### src/rtl/sgcmd_pkg.sv
package sgcmd_pkg;

  typedef enum logic [3:0] {
    OP_NOP,
    OP_ACT,
    OP_PRE,
    OP_WR,
    OP_BW,
    OP_RD,
    OP_MRS,
    OP_SMRS,
    OP_BST,
    OP_REF,
    OP_BAD
  } op_e;

  typedef enum logic [1:0] {
    LP_NONE,
    LP_PDN,
    LP_SREF,
    LP_SUSP
  } lp_e;

  typedef struct packed {
    logic act;
    logic pre;
    logic pre_all;
    logic rd;
    logic wr;
    logic bw;
    logic mrs;
    logic smrs;
    logic bst;
    logic aref;
    logic sref_in;
    logic sref_out;
    logic pdn_in;
    logic pdn_out;
    logic susp;
  } strb_t;

endpackage

### src/rtl/sgcmd_decode.sv
module sgcmd_decode
  import sgcmd_pkg::*;
(
  input  logic cs_n,
  input  logic ras_n,
  input  logic cas_n,
  input  logic we_n,
  input  logic dsf,
  output op_e  op,
  output logic quiet
);

  always_comb begin
    op = OP_NOP;
    if (!cs_n) begin
      unique case ({ras_n, cas_n, we_n})
        3'b011: op = OP_ACT;
        3'b010: op = dsf ? OP_BAD : OP_PRE;
        3'b100: op = dsf ? OP_BW : OP_WR;
        3'b101: op = dsf ? OP_BAD : OP_RD;
        3'b000: op = dsf ? OP_SMRS : OP_MRS;
        3'b110: op = dsf ? OP_BAD : OP_BST;
        3'b001: op = dsf ? OP_BAD : OP_REF;
        default: op = OP_NOP;
      endcase
    end
  end

  assign quiet = (op == OP_NOP);

endmodule

### src/rtl/sgcmd_ctrl.sv
module sgcmd_ctrl
  import sgcmd_pkg::*;
#(
  parameter int BANK_BITS = 1,
  localparam int NUM_BANKS = 1 << BANK_BITS
) (
  input  logic                 clk,
  input  logic                 rst_n,
  input  op_e                  op,
  input  logic                 quiet,
  input  logic                 dsf,
  input  logic                 a9,
  input  logic                 cke,
  input  logic                 cke_prev,
  input  logic [BANK_BITS-1:0] bank_sel,
  input  logic [NUM_BANKS-1:0] bank_active,
  input  logic                 busy,
  input  logic                 ap_pend,
  output strb_t                strb,
  output logic                 act_mask_wr,
  output logic                 auto_pre,
  output logic                 illegal
);

  lp_e  lp_q;
  logic tgt_active;
  logic all_idle;

  assign tgt_active = bank_active[bank_sel];
  assign all_idle   = (bank_active == '0);

  always_comb begin
    strb    = '0;
    illegal = 1'b0;
    unique case ({cke_prev, cke})
      2'b11: begin
        unique case (op)
          OP_ACT:  if (!tgt_active) strb.act = 1'b1; else illegal = 1'b1;
          OP_PRE:  if (a9) strb.pre_all = 1'b1; else strb.pre = 1'b1;
          OP_RD:   if (tgt_active && !ap_pend) strb.rd = 1'b1; else illegal = 1'b1;
          OP_WR:   if (tgt_active && !ap_pend) strb.wr = 1'b1; else illegal = 1'b1;
          OP_BW:   if (tgt_active && !ap_pend) strb.bw = 1'b1; else illegal = 1'b1;
          OP_MRS:  if (all_idle) strb.mrs = 1'b1; else illegal = 1'b1;
          OP_SMRS: strb.smrs = 1'b1;
          OP_BST:  if (!ap_pend) strb.bst = 1'b1; else illegal = 1'b1;
          OP_REF:  if (all_idle) strb.aref = 1'b1; else illegal = 1'b1;
          OP_BAD:  illegal = 1'b1;
          default: ;
        endcase
      end
      2'b10: begin
        if (op == OP_REF) begin
          if (all_idle) strb.sref_in = 1'b1; else illegal = 1'b1;
        end else if (busy || !quiet) begin
          strb.susp = 1'b1;
        end else begin
          strb.pdn_in = 1'b1;
        end
      end
      2'b01: begin
        unique case (lp_q)
          LP_SREF: if (quiet) strb.sref_out = 1'b1; else illegal = 1'b1;
          LP_PDN:  if (quiet) strb.pdn_out = 1'b1; else illegal = 1'b1;
          default: ;
        endcase
      end
      default: ;
    endcase
  end

  assign act_mask_wr = strb.act & dsf;
  assign auto_pre    = a9 & (strb.rd | strb.wr | strb.bw);

  // Remembers which low-power state the clock-enable drop selected
  always_ff @(posedge clk or negedge rst_n) begin
    if (!rst_n) begin
      lp_q <= LP_NONE;
    end else if (cke_prev && !cke) begin
      if (strb.sref_in)     lp_q <= LP_SREF;
      else if (strb.pdn_in) lp_q <= LP_PDN;
      else                  lp_q <= LP_SUSP;
    end else if (!cke_prev && cke) begin
      lp_q <= LP_NONE;
    end
  end

endmodule

### src/rtl/sgcmd_banks.sv
module sgcmd_banks #(
  parameter int BANK_BITS = 1,
  parameter int BURST_LEN = 4,
  localparam int NUM_BANKS = 1 << BANK_BITS,
  localparam int CNT_W     = $clog2(BURST_LEN + 1)
) (
  input  logic                 clk,
  input  logic                 rst_n,
  input  logic                 adv,
  input  logic                 do_act,
  input  logic                 do_pre,
  input  logic                 do_pre_all,
  input  logic                 do_col,
  input  logic                 do_bw,
  input  logic                 col_ap,
  input  logic                 do_bst,
  input  logic [BANK_BITS-1:0] bank_sel,
  output logic [NUM_BANKS-1:0] bank_active,
  output logic                 busy,
  output logic                 ap_pend,
  output logic                 ap_due
);

  logic [CNT_W-1:0]     cnt_q;
  logic                 ap_q;
  logic [BANK_BITS-1:0] burst_bank_q;
  logic                 burst_cut;

  assign busy      = (cnt_q != '0);
  assign ap_pend   = busy & ap_q;
  assign ap_due    = ap_pend & adv & (cnt_q == CNT_W'(1));
  assign burst_cut = do_pre_all | (do_pre & (bank_sel == burst_bank_q));

  // Burst beat counter, frozen while the internal clock is suspended
  always_ff @(posedge clk or negedge rst_n) begin
    if (!rst_n) begin
      cnt_q        <= '0;
      ap_q         <= 1'b0;
      burst_bank_q <= '0;
    end else if (do_col || do_bw) begin
      cnt_q        <= do_bw ? CNT_W'(1) : CNT_W'(BURST_LEN);
      ap_q         <= col_ap;
      burst_bank_q <= bank_sel;
    end else if (do_bst || burst_cut) begin
      cnt_q <= '0;
      ap_q  <= 1'b0;
    end else if (adv && busy) begin
      cnt_q <= cnt_q - 1'b1;
      if (cnt_q == CNT_W'(1)) ap_q <= 1'b0;
    end
  end

  for (genvar b = 0; b < NUM_BANKS; b++) begin : g_bank
    logic hit;
    assign hit = (bank_sel == BANK_BITS'(b));

    always_ff @(posedge clk or negedge rst_n) begin
      if (!rst_n) begin
        bank_active[b] <= 1'b0;
      end else if (do_act && hit) begin
        bank_active[b] <= 1'b1;
      end else if (do_pre_all || (do_pre && hit) ||
                   (ap_due && burst_bank_q == BANK_BITS'(b))) begin
        bank_active[b] <= 1'b0;
      end
    end
  end

endmodule

### src/rtl/sgram_cmd_decoder.sv
module sgram_cmd_decoder
  import sgcmd_pkg::*;
#(
  parameter int BANK_BITS = 1,
  parameter int BURST_LEN = 4,
  localparam int NUM_BANKS = 1 << BANK_BITS
) (
  input  logic                 clk,
  input  logic                 rst_n,
  input  logic                 cs_n,
  input  logic                 ras_n,
  input  logic                 cas_n,
  input  logic                 we_n,
  input  logic                 dsf,
  input  logic [BANK_BITS-1:0] bank_sel,
  input  logic                 a9,
  input  logic                 cke,
  input  logic                 cke_prev,
  output logic                 cmd_act,
  output logic                 act_mask_wr,
  output logic                 cmd_pre,
  output logic                 cmd_pre_all,
  output logic                 cmd_rd,
  output logic                 cmd_wr,
  output logic                 cmd_bw,
  output logic                 auto_pre,
  output logic                 cmd_mrs,
  output logic                 cmd_smrs,
  output logic                 cmd_bst,
  output logic                 cmd_aref,
  output logic                 sref_entry,
  output logic                 sref_exit,
  output logic                 pdn_entry,
  output logic                 pdn_exit,
  output logic                 clk_susp,
  output logic [NUM_BANKS-1:0] bank_active,
  output logic                 illegal_cmd
);

  op_e   op;
  logic  quiet;
  strb_t strb;
  logic  busy;
  logic  ap_pend;
  logic  ap_due;

  sgcmd_decode u_decode (
    .cs_n  (cs_n),
    .ras_n (ras_n),
    .cas_n (cas_n),
    .we_n  (we_n),
    .dsf   (dsf),
    .op    (op),
    .quiet (quiet)
  );

  sgcmd_ctrl #(.BANK_BITS(BANK_BITS)) u_ctrl (
    .clk         (clk),
    .rst_n       (rst_n),
    .op          (op),
    .quiet       (quiet),
    .dsf         (dsf),
    .a9          (a9),
    .cke         (cke),
    .cke_prev    (cke_prev),
    .bank_sel    (bank_sel),
    .bank_active (bank_active),
    .busy        (busy),
    .ap_pend     (ap_pend),
    .strb        (strb),
    .act_mask_wr (act_mask_wr),
    .auto_pre    (auto_pre),
    .illegal     (illegal_cmd)
  );

  sgcmd_banks #(.BANK_BITS(BANK_BITS), .BURST_LEN(BURST_LEN)) u_banks (
    .clk         (clk),
    .rst_n       (rst_n),
    .adv         (cke_prev),
    .do_act      (strb.act),
    .do_pre      (strb.pre),
    .do_pre_all  (strb.pre_all),
    .do_col      (strb.rd | strb.wr),
    .do_bw       (strb.bw),
    .col_ap      (auto_pre),
    .do_bst      (strb.bst),
    .bank_sel    (bank_sel),
    .bank_active (bank_active),
    .busy        (busy),
    .ap_pend     (ap_pend),
    .ap_due      (ap_due)
  );

  assign cmd_act     = strb.act;
  assign cmd_pre     = strb.pre;
  assign cmd_pre_all = strb.pre_all;
  assign cmd_rd      = strb.rd;
  assign cmd_wr      = strb.wr;
  assign cmd_bw      = strb.bw;
  assign cmd_mrs     = strb.mrs;
  assign cmd_smrs    = strb.smrs;
  assign cmd_bst     = strb.bst;
  assign cmd_aref    = strb.aref;
  assign sref_entry  = strb.sref_in;
  assign sref_exit   = strb.sref_out;
  assign pdn_entry   = strb.pdn_in;
  assign pdn_exit    = strb.pdn_out;
  assign clk_susp    = strb.susp;

endmodule

### config.mk
export PLATFORM = sky130hd
export DESIGN_NAME = sgram_cmd_decoder
export DESIGN_NICKNAME = d
export VERILOG_FILES = /design/src/rtl/sgcmd_pkg.sv /design/src/rtl/sgcmd_decode.sv /design/src/rtl/sgcmd_ctrl.sv /design/src/rtl/sgcmd_banks.sv /design/src/rtl/sgram_cmd_decoder.sv
export SDC_FILE = /design/constraint.sdc
export NUM_CORES = 1
export LEC_CHECK = 0
export BUFFER_PORTS_ARGS = -buffer_cell sky130_fd_sc_hd__clkbuf_2
export CORE_MARGIN = 5
export CORE_UTILIZATION = 37
export CTS_BUF_LIST = sky130_fd_sc_hd__clkbuf_16
export DETAILED_ROUTE_END_ITERATION = 12
export GPL_TIMING_DRIVEN = 0
export PLACE_DENSITY = 0.58
export SLEW_MARGIN = 20
export SYNTH_ARGS = -nofsm -noshare
export SYNTH_HDL_FRONTEND = slang
export SYNTH_HIERARCHICAL = 1
export SYNTH_SLANG_ARGS = --single-unit
### constraint.sdc
create_clock -name clk -period 3.2 [get_ports clk]
set_clock_uncertainty 0.05 [all_clocks]
set_input_delay 0 -clock clk [delete_from_list [all_inputs] [get_ports clk]]
set_output_delay 0 -clock clk [all_outputs]
set_load 0.02 [all_outputs]
==> reports/summary.txt <==
critical path's top delay family: simple AND/OR/NAND/NOR gates
syn_nets: 151
FF-to-FF End: u_banks/cnt_q[1]
wire length on met1: 1.081 mm
Synth Area in Compound Gates: 20.48%
DRT Wirelength: 2.662 mm
CP peak stage delay: 560 ps
Primary FF master, synth: dfrtp_1
CTS buffer count: 3
# setup viols final: 0
GRT overflow: 0
cells along the critical path: inv_1 -> ha_1 -> nand2b_1 -> and2_1 -> nand2b_1 -> nor3_1 -> or2_1 -> or4_4 -> a21oi_4 -> inv_2 -> a311oi_2
FF-to-FF Start: u_banks/cnt_q[0]
post-cts hold buffer count: 1
Synthesis Warnings: 6
All-Layer GR Usage: 14.48%
hpwl dp: 2.180 mm
Vias per Instance: 5.500
RSZ-0062 raised after global routing: no
post-route insts no fill: 196
die width: 63.30 um
Initial Utilization: 38.44%
Hold Worst Slack: 33.24 ps
clock-pin slew on the worst setup and hold paths: 40 ps
clk sinks: 9
PwrDens: 508.7 nW/um2
io pins: 31
die area: 4006 um2
Synth area leader: dfrtp_1
Post-synth EDFFs: 0
routability-driven placement congestion ratio: 0.8059
nets@finish: 186
Synth Area in Simple Gates: 35.12%
CTS tree: built
Avg WL per Cell: 13.58 um
H-tree depth: 1
share of cells above drive strength 1: 29.09%
Max Cap Viol: 0
fmax: 0.3418 GHz
core area: 2734 um2
Gates resized, CTS repair: 0
largest net degree at the start of global routing: 11
highest metal used: met4
startpoint types: flop
Avg Cell Area, Syn: 8.023 um2
worst setup path endpoint: u_banks/cnt_q[1]
Worst Min Path Start: bank_sel
# placed instances: 191
R2R depth: 11
WP data arrival: 3020 ps
Final Critical Period: 2926 ps
vias in the first global route: 1,080
multiplexer share of the synthesized area: 3.571%
CP max FO: 6
FF/Latch Area: 225.2 um2
min-delay worst type: input pin to flop
WL met2: 1.391 mm
Synth Register Bits: 9
I/O Buffers: 29
Worst Tran Pin Value: 903.2 ps
multi-input logic area: 769.5 um2
CTS max path bufs: 2
n_diodes: 0
Hold Vio Cnt, Final: 0
setup slack, reg-to-reg: 270 ps
Netlist cell types: 46
crit path kind: flop to flop
Worst IR Drop VDD: 0.0004107 V
Rows: 19
final worst-path cycle share: 91.43%
Sum Neg Setup Slack: 0 ps
adder-cell share of the synthesized area: 10.71%
global-route wire length before repair: 4.733 mm
leakage: 0.0006339 uW
Worst path most repeated cell: nand2b_1
initial antenna violation count: 0
Worst Setup SP: u_banks/cnt_q[0]
vias: 1,078
Crit path buffers/inverters: 2
Synth top area share: 21.43%
Crit-path slowest cell: or4_4
P&R area growth vs syn: 25.95%
crit end category: flop
DRC: 0
Slew Limit Fails: 0
Clock Latency Late Sink: 240 ps
xor/xnor share of the synthesized area: 3.333%
DRT Pass-1 Iters: 4
cell count after synthesis: 131
Antenna Violating Nets Remaining: 0
Post-CTS Setup Repair Bufs: 0
# fillers: 272
fraction of the yosys area taken by sequential cells: 21.43%
data required time at the worst endpoint: 3290 ps
CTS root buf: clkbuf_16
top cells by area, synth: dfrtp_1 (21%), ha_1 (11%), nand2b_1 (6.5%)
critical path depth in cells: 11
Mapped Area: 1051 um2
1st-iter DRT viols: 33
ys async rst share: 100.0%
Relative slew margins: 39.23%
Die H: 63.30 um
routed wl met3: 128 um
status: finished, final reports clean
largest family of logic cells by synthesized area: simple AND/OR/NAND/NOR gates
[cell usage in the layout, fill, tap and decap left out, drive strengths merged, types with 6 or more instances in the layout]
cell type,Yosys,routed
nand2,7,7
inv,13,14
a21oi,7,7
dfrtp,9,9
o21ai,6,6
ha,9,9
nand2b,11,11
nor3,9,9
nor2,11,11
clkbuf,0,32
[final cells by class]
| cell class | count | share of cell area (%) |
|---|---|---|
| Clock buffer | 3 | 5.671 |
| Timing Repair Buffer | 30 | 11.72 |
| Multi-Input combinational cell | 108 | 58.13 |
| Tap cell | 31 | 2.930 |
| Buffer | 1 | 0.5671 |
| Sequential cell | 9 | 17.01 |
| Inverter | 13 | 3.686 |
| Clock inverter | 1 | 0.2836 |
[cells by family after synthesis]
group	after synthesis
buffers and inverters	14
flip-flops	9
multiplexers	3
AO/OA/AOI/OAI	28
AND/OR/NAND/NOR	64
adder cells (fa/ha/maj)	9
XOR/XNOR	4
[worst reg2reg max path, cell delays in order (launching register included)]
cell and delay, ps:
dfrtp_1 380, inv_1 90, ha_1 230, nand2b_1 230, and2_1 220, nand2b_1 200, nor3_1 90, or2_1 290
or4_4 570, a21oi_4 210, inv_2 50, a311oi_2 230
[cell usage after synthesis, types with 2 or more instances]
master,instances
xor2_1,2
dfrtp_1,9
nand2_1,6
and2_1,4
nand3_1,2
mux2_2,2
o211ai_1,2
inv_1,11
nor2b_1,3
a211oi_2,2
and3_1,3
nor2_1,11
o21ai_0,6
ha_1,9
nor4_1,3
nand2b_1,11
inv_2,2
a21oi_1,6
xnor2_1,2
nor3_1,9
[registers in the layout, summed over array words and instances (netlist names)]
name	count
u_banks/cnt_q	3
u_ctrl/lp_q	2
u_banks/ap_q	1
u_banks/burst_bank_q	1
u_banks/bank_active	2
[through the flow]
stage | worst slack, ps | total power [uW] | instance area [um2] | utilization (%)
after global placement | 328.9 | 447.5 | 1235 | 45.17
after detailed placement | 297.0 | 458.5 | 1235 | 45.17
final | 274.4 | 673.4 | 1324 | 48.42
after CTS | 277.8 | 682.0 | 1324 | 48.42
after floorplan | 311.0 | 383.2 | 1051 | -
after global routing | 90.72 | 732.5 | 1324 | 48.42
[metal layers]
layer	global-route usage [%]	up-vias
met4	7.273	0
met1	14.98	514
met3	4.085	7
li1	-	536
met5	0	-
met2	26.28	21
[worst min-delay path by stage]
stage                        endpoint  cells after the start
2_1_floorplan            u_banks/ap_q                      0
3_3_place_gp   u_banks/bank_active[1]                      1
3_5_place_dp         u_banks/cnt_q[0]                      1
4_1_cts        u_banks/bank_active[0]                      2
5_1_grt        u_banks/bank_active[1]                      2
6_report       u_banks/bank_active[0]                      2
[where the power goes]
| group | switching [uW] | internal (uW) | leakage (uW) |
|---|---|---|---|
| Sequential | 39.1 | 149 | 0.000115 |
| Combinational | 152 | 117 | 0.000477 |
| Clock | 53.2 | 163 | 0.0000423 |
Power figures use the tool's default switching activity.
